[src/rtl/disp_tg_pkg.sv]
package disp_tg_pkg;

    // Region of one axis, in scan order
    typedef enum logic [1:0] {
        RG_ACTIVE,
        RG_FRONT,
        RG_SYNC,
        RG_BACK
    } region_e;

    // The three panel control lines
    typedef struct packed {
        logic de;
        logic hs;
        logic vs;
    } ctl_t;

    // Classify a counter position against the region boundaries
    function automatic region_e region_of(input int unsigned pos,
                                          input int unsigned b_act,
                                          input int unsigned b_ss,
                                          input int unsigned b_se);
        if (pos < b_act)
            return RG_ACTIVE;
        else if (pos < b_ss)
            return RG_FRONT;
        else if (pos < b_se)
            return RG_SYNC;
        return RG_BACK;
    endfunction

    // Output level from the raw asserted state, the enable and the polarity
    function automatic logic launch_level(input logic raw, input logic en, input logic pol);
        return en & ~(raw ^ pol);
    endfunction

endpackage

[src/rtl/tg_axis_shadow.sv]
module tg_axis_shadow #(
    parameter int PW = 12,
    parameter int CW = PW + 2
) (
    input  logic          clk,
    input  logic          rst,
    input  logic          load,
    input  logic [PW-1:0] len_act,
    input  logic [PW-1:0] len_fp,
    input  logic [PW-1:0] len_sync,
    input  logic [PW-1:0] len_bp,
    output logic [CW-1:0] b_act,
    output logic [CW-1:0] b_ss,
    output logic [CW-1:0] b_se,
    output logic [CW-1:0] tot
);
    localparam logic [PW-1:0] ONE = PW'(1);

    logic [PW-1:0] c_act, c_fp, c_sync, c_bp;
    logic [CW-1:0] n_act, n_ss, n_se, n_tot;

    // Zero-length regions are raised to one unit
    always_comb begin
        c_act  = (len_act  == '0) ? ONE : len_act;
        c_fp   = (len_fp   == '0) ? ONE : len_fp;
        c_sync = (len_sync == '0) ? ONE : len_sync;
        c_bp   = (len_bp   == '0) ? ONE : len_bp;
        n_act  = CW'(c_act);
        n_ss   = n_act + CW'(c_fp);
        n_se   = n_ss + CW'(c_sync);
        n_tot  = n_se + CW'(c_bp);
    end

    // Boundaries are captured only at reset or at the frame wrap
    always_ff @(posedge clk) begin
        if (rst || load) begin
            b_act <= n_act;
            b_ss  <= n_ss;
            b_se  <= n_se;
            tot   <= n_tot;
        end
    end

endmodule

[src/rtl/tg_axis_counter.sv]
module tg_axis_counter #(
    parameter int CW = 14
) (
    input  logic          clk,
    input  logic          rst,
    input  logic          step,
    input  logic [CW-1:0] tot,
    output logic [CW-1:0] cnt,
    output logic          wrap
);
    assign wrap = step && (cnt == tot - CW'(1));

    always_ff @(posedge clk) begin
        if (rst)
            cnt <= '0;
        else if (wrap)
            cnt <= '0;
        else if (step)
            cnt <= cnt + CW'(1);
    end

endmodule

[src/rtl/tg_launch.sv]
module tg_launch
    import disp_tg_pkg::*;
#(
    parameter int XW = 14,
    parameter int YW = 13
) (
    input  logic          clk,
    input  logic          rst,
    input  ctl_t          raw,
    input  ctl_t          en,
    input  ctl_t          pol,
    input  logic [XW-1:0] x_in,
    input  logic [YW-1:0] y_in,
    input  logic          data_edge,
    input  logic          sync_edge,
    output ctl_t          ctl_out,
    output logic [XW-1:0] x_out,
    output logic [YW-1:0] y_out,
    output ctl_t          ctl_q
);
    ctl_t          q_r, q_f;
    logic [XW-1:0] x_r, x_f;
    logic [YW-1:0] y_r, y_f;

    // Rising-edge stage: polarity and enable applied here
    always_ff @(posedge clk) begin
        if (rst) begin
            q_r <= '0;
            x_r <= '0;
            y_r <= '0;
        end else begin
            q_r.de <= launch_level(raw.de, en.de, pol.de);
            q_r.hs <= launch_level(raw.hs, en.hs, pol.hs);
            q_r.vs <= launch_level(raw.vs, en.vs, pol.vs);
            x_r    <= x_in;
            y_r    <= y_in;
        end
    end

    // Falling-edge copy, half a cycle later
    always_ff @(negedge clk) begin
        q_f <= q_r;
        x_f <= x_r;
        y_f <= y_r;
    end

    // Launch edge selection: 1 = rising, 0 = falling
    assign ctl_out.de = data_edge ? q_r.de : q_f.de;
    assign x_out      = data_edge ? x_r : x_f;
    assign y_out      = data_edge ? y_r : y_f;
    assign ctl_out.hs = sync_edge ? q_r.hs : q_f.hs;
    assign ctl_out.vs = sync_edge ? q_r.vs : q_f.vs;
    assign ctl_q      = q_r;

endmodule

[src/rtl/disp_timing_gen.sv]
module disp_timing_gen
    import disp_tg_pkg::*;
#(
    parameter int H_PW = 12,
    parameter int V_PW = 11
) (
    input  logic            clk,
    input  logic            rst,
    input  logic [H_PW-1:0] cfg_h_active,
    input  logic [H_PW-1:0] cfg_h_front,
    input  logic [H_PW-1:0] cfg_h_sync,
    input  logic [H_PW-1:0] cfg_h_back,
    input  logic [V_PW-1:0] cfg_v_active,
    input  logic [V_PW-1:0] cfg_v_front,
    input  logic [V_PW-1:0] cfg_v_sync,
    input  logic [V_PW-1:0] cfg_v_back,
    input  logic            cfg_hs_en,
    input  logic            cfg_hs_pol,
    input  logic            cfg_vs_en,
    input  logic            cfg_vs_pol,
    input  logic            cfg_de_en,
    input  logic            cfg_de_pol,
    input  logic            cfg_data_edge,
    input  logic            cfg_sync_edge_set,
    input  logic            cfg_sync_edge,
    input  logic            cfg_dblscan,
    output logic            hsync,
    output logic            vsync,
    output logic            de,
    output logic [H_PW+1:0] pix_x,
    output logic [V_PW+1:0] pix_y
);
    localparam int H_CW = H_PW + 2;
    localparam int V_CW = V_PW + 2;

    logic [H_CW-1:0] h_cnt, hb_act, hb_ss, hb_se, h_tot;
    logic [V_CW-1:0] v_cnt, vb_act, vb_ss, vb_se, v_tot;
    logic            h_wrap, v_wrap, frame_end, dbl_q, sync_edge_eff;
    region_e         h_rg, v_rg;
    ctl_t            raw, en_v, pol_v, ctl_o, ctl_q;
    logic [V_CW-1:0] y_src;

    // Frame ends when the line counter wraps (only on a pixel wrap)
    assign frame_end = v_wrap;

    tg_axis_shadow #(.PW(H_PW), .CW(H_CW)) u_h_shadow (
        .clk(clk), .rst(rst), .load(frame_end),
        .len_act(cfg_h_active), .len_fp(cfg_h_front),
        .len_sync(cfg_h_sync), .len_bp(cfg_h_back),
        .b_act(hb_act), .b_ss(hb_ss), .b_se(hb_se), .tot(h_tot)
    );

    tg_axis_shadow #(.PW(V_PW), .CW(V_CW)) u_v_shadow (
        .clk(clk), .rst(rst), .load(frame_end),
        .len_act(cfg_v_active), .len_fp(cfg_v_front),
        .len_sync(cfg_v_sync), .len_bp(cfg_v_back),
        .b_act(vb_act), .b_ss(vb_ss), .b_se(vb_se), .tot(v_tot)
    );

    always_ff @(posedge clk) begin
        if (rst || frame_end)
            dbl_q <= cfg_dblscan;
    end

    tg_axis_counter #(.CW(H_CW)) u_h_cnt (
        .clk(clk), .rst(rst), .step(1'b1), .tot(h_tot),
        .cnt(h_cnt), .wrap(h_wrap)
    );

    tg_axis_counter #(.CW(V_CW)) u_v_cnt (
        .clk(clk), .rst(rst), .step(h_wrap), .tot(v_tot),
        .cnt(v_cnt), .wrap(v_wrap)
    );

    always_comb begin
        h_rg   = region_of(32'(h_cnt), 32'(hb_act), 32'(hb_ss), 32'(hb_se));
        v_rg   = region_of(32'(v_cnt), 32'(vb_act), 32'(vb_ss), 32'(vb_se));
        raw.de = (h_rg == RG_ACTIVE) && (v_rg == RG_ACTIVE);
        raw.hs = (h_rg == RG_SYNC);
        raw.vs = (v_rg == RG_SYNC);
        y_src  = dbl_q ? (v_cnt >> 1) : v_cnt;
    end

    assign en_v          = '{de: cfg_de_en,  hs: cfg_hs_en,  vs: cfg_vs_en};
    assign pol_v         = '{de: cfg_de_pol, hs: cfg_hs_pol, vs: cfg_vs_pol};
    assign sync_edge_eff = cfg_sync_edge_set ? cfg_sync_edge : cfg_data_edge;

    tg_launch #(.XW(H_CW), .YW(V_CW)) u_launch (
        .clk(clk), .rst(rst), .raw(raw), .en(en_v), .pol(pol_v),
        .x_in(h_cnt), .y_in(y_src),
        .data_edge(cfg_data_edge), .sync_edge(sync_edge_eff),
        .ctl_out(ctl_o), .x_out(pix_x), .y_out(pix_y), .ctl_q(ctl_q)
    );

    assign de    = ctl_o.de;
    assign hsync = ctl_o.hs;
    assign vsync = ctl_o.vs;

endmodule

[config.mk]
export PLATFORM = sky130hd
export DESIGN_NAME = disp_timing_gen
export DESIGN_NICKNAME = d
export VERILOG_FILES = /design/src/rtl/disp_tg_pkg.sv /design/src/rtl/tg_axis_shadow.sv /design/src/rtl/tg_axis_counter.sv /design/src/rtl/tg_launch.sv /design/src/rtl/disp_timing_gen.sv
export SDC_FILE = /design/constraint.sdc
export NUM_CORES = 1
export LEC_CHECK = 0
export CAP_MARGIN = 20
export CORE_MARGIN = 2
export CORE_UTILIZATION = 60
export DETAILED_ROUTE_END_ITERATION = 7
export PLACE_DENSITY = 0.89
export SLEW_MARGIN = 0
export SYNTH_ARGS = -nofsm -noshare
export SYNTH_HDL_FRONTEND = slang
export SYNTH_SLANG_ARGS = --single-unit
[constraint.sdc]
create_clock -name clk -period 15.2 [get_ports clk]
set_input_delay 3.04 -clock clk [delete_from_list [all_inputs] [get_ports clk]]
set_output_delay 3.04 -clock clk [all_outputs]
set_load 0.01 [all_outputs]
==> results of run 1 <==
-- state kept, by name, summed over array words and instances, names as in the netlist, 12 cells and up --
signal            cells
u_launch.x_r         14
u_launch.y_f         13
u_h_cnt.cnt          14
u_h_shadow.b_ss      13
u_h_shadow.b_act     12
u_h_shadow.b_se      14
u_v_cnt.cnt          13
u_v_shadow.tot       13
u_v_shadow.b_ss      12
u_v_shadow.b_se      13
u_h_shadow.tot       14
u_launch.y_r         13
u_launch.x_f         14
-- final timing paths --
path	start	endpoint	slack, ns	depth (start not counted)
max	u_launch.x_f[0]$_DFF_N_	pix_x[0]	3.03	2
min reg2reg	u_h_cnt.cnt[13]$_SDFF_PP0_	u_launch.x_r[13]$_SDFF_PP0_	0.60	1
min	u_h_cnt.cnt[13]$_SDFF_PP0_	u_launch.x_r[13]$_SDFF_PP0_	0.60	1
max reg2reg	u_launch.ctl_q[0]$_SDFF_PP0_	u_launch.q_f[0]$_DFF_N_	7.16	0
-- report_power, final --
group | switching, uW | internal, uW
combinational | 338 | 272
sequential | 53.9 | 651
clock | 274 | 251
-- Yosys cell counts (9+ instances only) --
cell type and number:
ha_1 142, nor2_1 109, inv_1 106, edfxtp_1 103
clkbuf_1 93, dfxtp_1 87, xnor2_1 66, a21oi_1 52
xor2_1 45, o21ai_0 42, nand3_1 33, nor2b_1 33
nand2_1 32, mux2_2 30, nor3_1 30, a21o_1 26
nor4_1 22, o21a_1 16, mux2i_1 14, nand4_1 13
a31o_2 11, o21bai_1 11, a211oi_1 10, nand2b_1 10
o211ai_1 9
-- worst max-delay path, stage by stage, from the launching register on --
cell and delay [ns]:
dfxtp_1 0.30, mux2_2 0.27, clkdlybuf4s50_1 0.49
-- metal layers --
metal / vias to the layer above / share of wire, %
met1: 4517 / 42
met5: - / 0.045
met4: 2 / 2.6
met2: 359 / 48
met3: 68 / 7.2
li1: 4620 / -
-- stage by stage --
step | instance area [sq um] | util [%] | total power (uW) | hold slack, ns
3_5_place_dp | 13500 | 67.0 | 1320 | 0.585
5_1_grt | 14300 | 71.0 | 1950 | 0.632
6_report | 14300 | 71.0 | 1840 | 0.599
3_3_place_gp | 13500 | 67.0 | 1280 | 0.593
2_1_floorplan | 12300 | - | 1170 | 0.520
4_1_cts | 14300 | 70.9 | 1840 | 0.595
-- final cells by class --
class	instances	area [sq um]	area share [%]
multi-input combinational	859	6610	46.1
sequential	190	4830	33.8
tap	270	338	2.36
timing repair buffer	136	1360	9.51
clock inverter	45	362	2.53
clock buffer	17	425	2.97
inverter	105	394	2.75
-- kinds of logic after synthesis --
kind of cell | count (synthesis) | synth area share (%)
xor gates and xnor gates | 111 | 7.93
buffers and inverters | 210 | 6.75
and+or+nand+nor | 330 | 13.8
DFF | 190 | 39.4
muxes | 44 | 3.90
AOI/OAI and AO/OA | 226 | 12.7
adders and majority gates | 148 | 15.5
==> flow_summary.json, run 1 <==
{
  "route.vias.total": 9566,
  "synth_seq_cells": 190,
  "critPathCaptureType": "output port",
  "clk-insertion-delay-late_ns": 0.48,
  "ioPinCount": 134,
  "power_density_mw_per_mm2": 128,
  "worstPathArrival_ns": 9.13,
  "grt_util_met3_pct": 5.34,
  "synth.distinct_cells": 75,
  "report.final.hold_viol_count": 0,
  "via_per_inst": 5.90,
  "first_global_vias": 9476,
  "dp_hpwl_mm": 21.0,
  "layout.filler_cells": 1435,
  "dpl_worst_slack_ns": 3.52,
  "clk_root_buffer_cell": "clkbuf_16",
  "syn-num-nets": 1511,
  "clkTransAtPathRegs_ns": 0.09,
  "post_cts_resized": 0,
  "layout.cells.non_filler": 1622,
  "drc": 0,
  "setup_viol_count_final": 0,
  "grt_util_all_layers_pct": 27.2,
  "gr-usage-met1_pct": 35.2,
  "ys_async_sr_fraction_pct": 0,
  "worstHoldPathType": "register to register",
  "critical_path_class": "register to output port",
  "maximum_buffer_depth_of_the_clock_tree": 2,
  "commonest_cells_after_routing_fill_and_taps_aside": "ha_1 (142), inv_1 (135), clkdlybuf4s50_1 (133)",
  "gpl.final_weighted_congestion": 0.920,
  "avgRoutedWirePerCell_um": 17.7,
  "postSynth.topFlopCell": "edfxtp_1",
  "core_sq_mm": 0.0202,
  "worstMarginPinSlew_ns": 1.03,
  "synth_seq_area_share_pct": 39.4,
  "wire_length_of_the_first_global_routing_pass_mm": 46.7,
  "antenna_cells_inserted": 0,
  "initial_standard_cell_utilization_of_the_core_pct": 60.8,
  "number_of_h_tree_levels": 4,
  "cts-buffers-inserted": 17,
  "post_synth_edffs": 103,
  "post-place-cells": 1560,
  "gr-usage-met2_pct": 45.7,
  "io_buffers": 133,
  "cts_setup_buffers": 0,
  "die_width_um": 147,
  "fin_skew_ns": 0.0297,
  "floorplan.rows": 52,
  "finalWirelength_mm": 28.7,
  "maxCapViolCount": 0,
  "cp_data_required_time_ns": 12.16,
  "drtAntennaViolNets": 0,
  "antenna_found_initial": 1,
  "synth_top_cell_area_share_pct": 25.2,
  "timing.critical_path.from_type": "register",
  "status": "finished, final reports clean",
  "worst_slew_margin_rel_pct": 31.4,
  "synthToLayoutAreaGrowth_pct": 16.8,
  "synth_cells": 1259,
  "cp_max_fo": 1,
  "tritoncts_sink_count": 190,
  "netlist.top_cell.by_area": "edfxtp_1",
  "p_leak_uw": 0.00620,
  "grt_max_degree": 60,
  "synth_top_cells_by_area": "edfxtp_1 (25%), ha_1 (14%), dfxtp_1 (14%)",
  "setup_total_negative_slack_ns": 0,
  "tritoncts": "done",
  "gr-max-usage-layer": "met2",
  "timing.final.ws_setup_ns": 3.03,
  "globalRoute.totalOverflow": 0,
  "synthesis.area_per_instance_sq_um": 9.74,
  "commonest_non_fill_non_tap_cell_in_the_layout": "ha_1",
  "final_net_count": 1591,
  "final_layout_size_suffix_gt1_share_pct": 7.03,
  "synth.cell_area_sq_mm": 0.0123,
  "fp.dieArea_sq_mm": 0.0216,
  "dr.first_iter.drc_count": 853,
  "yosys_warnings": 0,
  "die_height_um": 147,
  "grt_setup_unrepaired": "no",
  "slew_viol_final": 0,
  "irDropWorstVdd_mv": 0.0861,
  "cts_hold_buffers": 0,
  "drt_first_pass_iters": 5
}
Note: power is estimated with default switching activity, not from simulation.
==> run 2, diff against run 1 <==
--- a/config.mk
+++ b/config.mk
@@ -7,9 +7,9 @@
 export LEC_CHECK = 0
 export CAP_MARGIN = 20
 export CORE_MARGIN = 2
-export CORE_UTILIZATION = 60
+export CORE_UTILIZATION = 52
 export DETAILED_ROUTE_END_ITERATION = 7
-export PLACE_DENSITY = 0.89
+export PLACE_DENSITY = 0.82
 export SLEW_MARGIN = 0
 export SYNTH_ARGS = -nofsm -noshare
 export SYNTH_HDL_FRONTEND = slang
==> constraint.sdc (replaced) <==
create_clock -name clk -period 10.25 [get_ports clk]
set_input_delay 2.05 -clock clk [delete_from_list [all_inputs] [get_ports clk]]
set_output_delay 2.05 -clock clk [all_outputs]
set_load 0.01 [all_outputs]
==> run 2 against run 1 <==
  * Clock-buffer cell count is the same
  * Worst hold slack improved by 0.013 ns
  * Non-clock buffer count up 1
  * Worst setup slack got worse by 1.5 ns
  * Largest power group unchanged
==> flow_summary.json, run 2 (synthesis gave the netlist of run 1 again) <==
{
  "status": "finished, final reports clean",
  "cts-buffers-inserted": 17,
  "commonest_non_fill_non_tap_cell_in_the_layout": "ha_1",
  "cp_max_fo": 1,
  "worstHoldPathType": "register to register",
  "first_global_vias": 9104,
  "cts_setup_buffers": 0,
  "number_of_h_tree_levels": 4,
  "maximum_buffer_depth_of_the_clock_tree": 2,
  "tritoncts_sink_count": 190,
  "drc": 0,
  "finalWirelength_mm": 27.8,
  "wire_length_of_the_first_global_routing_pass_mm": 44.4,
  "layout.filler_cells": 1871,
  "worst_slew_margin_rel_pct": 34.1,
  "post_cts_resized": 0,
  "critical_path_class": "register to output port",
  "drt_first_pass_iters": 5,
  "ioPinCount": 134,
  "worstHoldEndpoint": "u_launch.x_r[13]$_SDFF_PP0_",
  "maxCapViolCount": 0,
  "grt_setup_unrepaired": "no",
  "setup_total_negative_slack_ns": 0,
  "crit-reg2reg-capture": "u_launch.q_f[0]$_DFF_N_",
  "setup_viol_count_final": 0,
  "clk-insertion-delay-late_ns": 0.49,
  "tritoncts": "done",
  "dpl_worst_slack_ns": 2.03,
  "critPathCaptureType": "output port",
  "worst-r2r-setup-slack_ns": 4.70,
  "worst_path_max_delay_cell": "clkdlybuf4s50_1",
  "grt_max_degree": 62,
  "layout.cells.non_filler": 1672,
  "die_width_um": 158,
  "critical_path.cell_chain": "mux2_2, clkdlybuf4s50_1",
  "timing.critical_path.from_type": "register",
  "layout.core_utilization_pct": 61.5,
  "worstPathArrival_ns": 6.67,
  "avgRoutedWirePerCell_um": 16.6,
  "via_per_inst": 5.55,
  "antenna_found_initial": 1,
  "worst-r2r-cell-count": 0,
  "final_net_count": 1592,
  "initial_standard_cell_utilization_of_the_core_pct": 52.5,
  "dp_hpwl_mm": 20.9,
  "pwr-share-clk_pct": 27.4,
  "core_sq_mm": 0.0233,
  "switchingPower_uw": 939,
  "power_density_mw_per_mm2": 186,
  "io_buffers": 133,
  "area_occupied_by_registers_sq_mm": 0.00483,
  "grt_util_all_layers_pct": 22.7,
  "hold_path.startpoint": "u_h_cnt.cnt[13]$_SDFF_PP0_",
  "floorplan.rows": 56,
  "post-place-cells": 1610,
  "report.final.hold_viol_count": 0,
  "cts_hold_buffers": 0,
  "fin_skew_ns": 0.0562,
  "gpl.final_weighted_congestion": 0.878,
  "fp.dieArea_sq_mm": 0.0248,
  "commonest_cells_after_routing_fill_and_taps_aside": "ha_1 (142), inv_1 (135), clkdlybuf4s50_1 (133)",
  "die_height_um": 158,
  "timing.final.ws_setup_ns": 1.53,
  "antenna_cells_inserted": 0,
  "multi_input_area_sq_mm": 0.00661,
  "route.vias.total": 9276,
  "drtAntennaViolNets": 0,
  "p_leak_uw": 0.00619,
  "switching_share_pct": 35.2,
  "final_layout_size_suffix_gt1_share_pct": 7.10,
  "internal_power_uw": 1730,
  "synthToLayoutAreaGrowth_pct": 17.1,
  "critical-path-max-stage-delay_ns": 0.47,
  "share_comb_of_total_power_pct": 33.5,
  "dr.first_iter.drc_count": 609,
  "worst_r2r_startpoint": "u_launch.ctl_q[0]$_SDFF_PP0_",
  "slew_viol_final": 0,
  "cp_data_required_time_ns": 8.20,
  "clkTransAtPathRegs_ns": 0.08,
  "worstMarginPinSlew_ns": 0.988,
  "clk_root_buffer_cell": "clkbuf_16",
  "globalRoute.totalOverflow": 0,
  "worst_hold_path.num_cells": 1,
  "power.share.sequential_pct": 39.2,
  "irDropWorstVdd_mv": 0.117
}
==> run 2: metal layers <==
layer / share of wire [%] / vias to the layer above / GRT usage [%]
met5: 0.047 / - / 0
li1: - / 4588 / -
met2: 45 / 319 / 36.4
met3: 6.8 / 62 / 4.27
met1: 45 / 4305 / 30.4
met4: 2.8 / 2 / 8.87
==> run 2: stage by stage <==
| stage | total power (uW) | area (sq um) | hold slack (ns) |
|---|---|---|---|
| 3_5_place_dp | 1950 | 13600 | 0.609 |
| 5_1_grt | 2830 | 14300 | 0.630 |
| 6_report | 2660 | 14300 | 0.612 |
| 4_1_cts | 2660 | 14300 | 0.618 |
| 3_3_place_gp | 1900 | 13600 | 0.600 |
| 2_1_floorplan | 1730 | 12300 | 0.520 |
==> run 2: area by class of cell <==
| cell class | instances | area share (%) |
|---|---|---|
| clock buffer | 17 | 2.97 |
| clock inverter | 45 | 2.23 |
| inverter | 105 | 2.75 |
| multi-input combinational | 859 | 46.0 |
| sequential | 190 | 33.7 |
| tap | 319 | 2.78 |
| timing repair buffer | 137 | 9.54 |
==> run 2: worst max-delay path by stage <==
stage,from,endpoint
3_5_place_dp,u_launch.y_f[11]$_DFF_N_,pix_y[11]
4_1_cts,u_launch.y_f[11]$_DFF_N_,pix_y[11]
2_1_floorplan,u_launch.q_f[1]$_DFF_N_,hsync
5_1_grt,u_launch.q_f[0]$_DFF_N_,vsync
6_report,u_launch.q_f[0]$_DFF_N_,vsync
3_3_place_gp,u_launch.x_f[1]$_DFF_N_,pix_x[1]
==> run 2: power by group through the flow <==
stage / sequential [uW] / clock, uW / combinational, uW
2_1_floorplan: 1030 / 18.5 / 682
4_1_cts: 1040 / 737 / 884
3_5_place_dp: 1060 / 18.5 / 873
3_3_place_gp: 1050 / 18.5 / 834
6_report: 1040 / 729 / 892
5_1_grt: 1060 / 778 / 993
==> run 2: critical path, delay by kind of cell, from the launching register on <==
| kind | cells | cell delay (ns) |
|---|---|---|
| multiplexers | 1 | 0.26 |
| flip-flops | 1 | 0.33 |
| buffers and inverters | 1 | 0.47 |
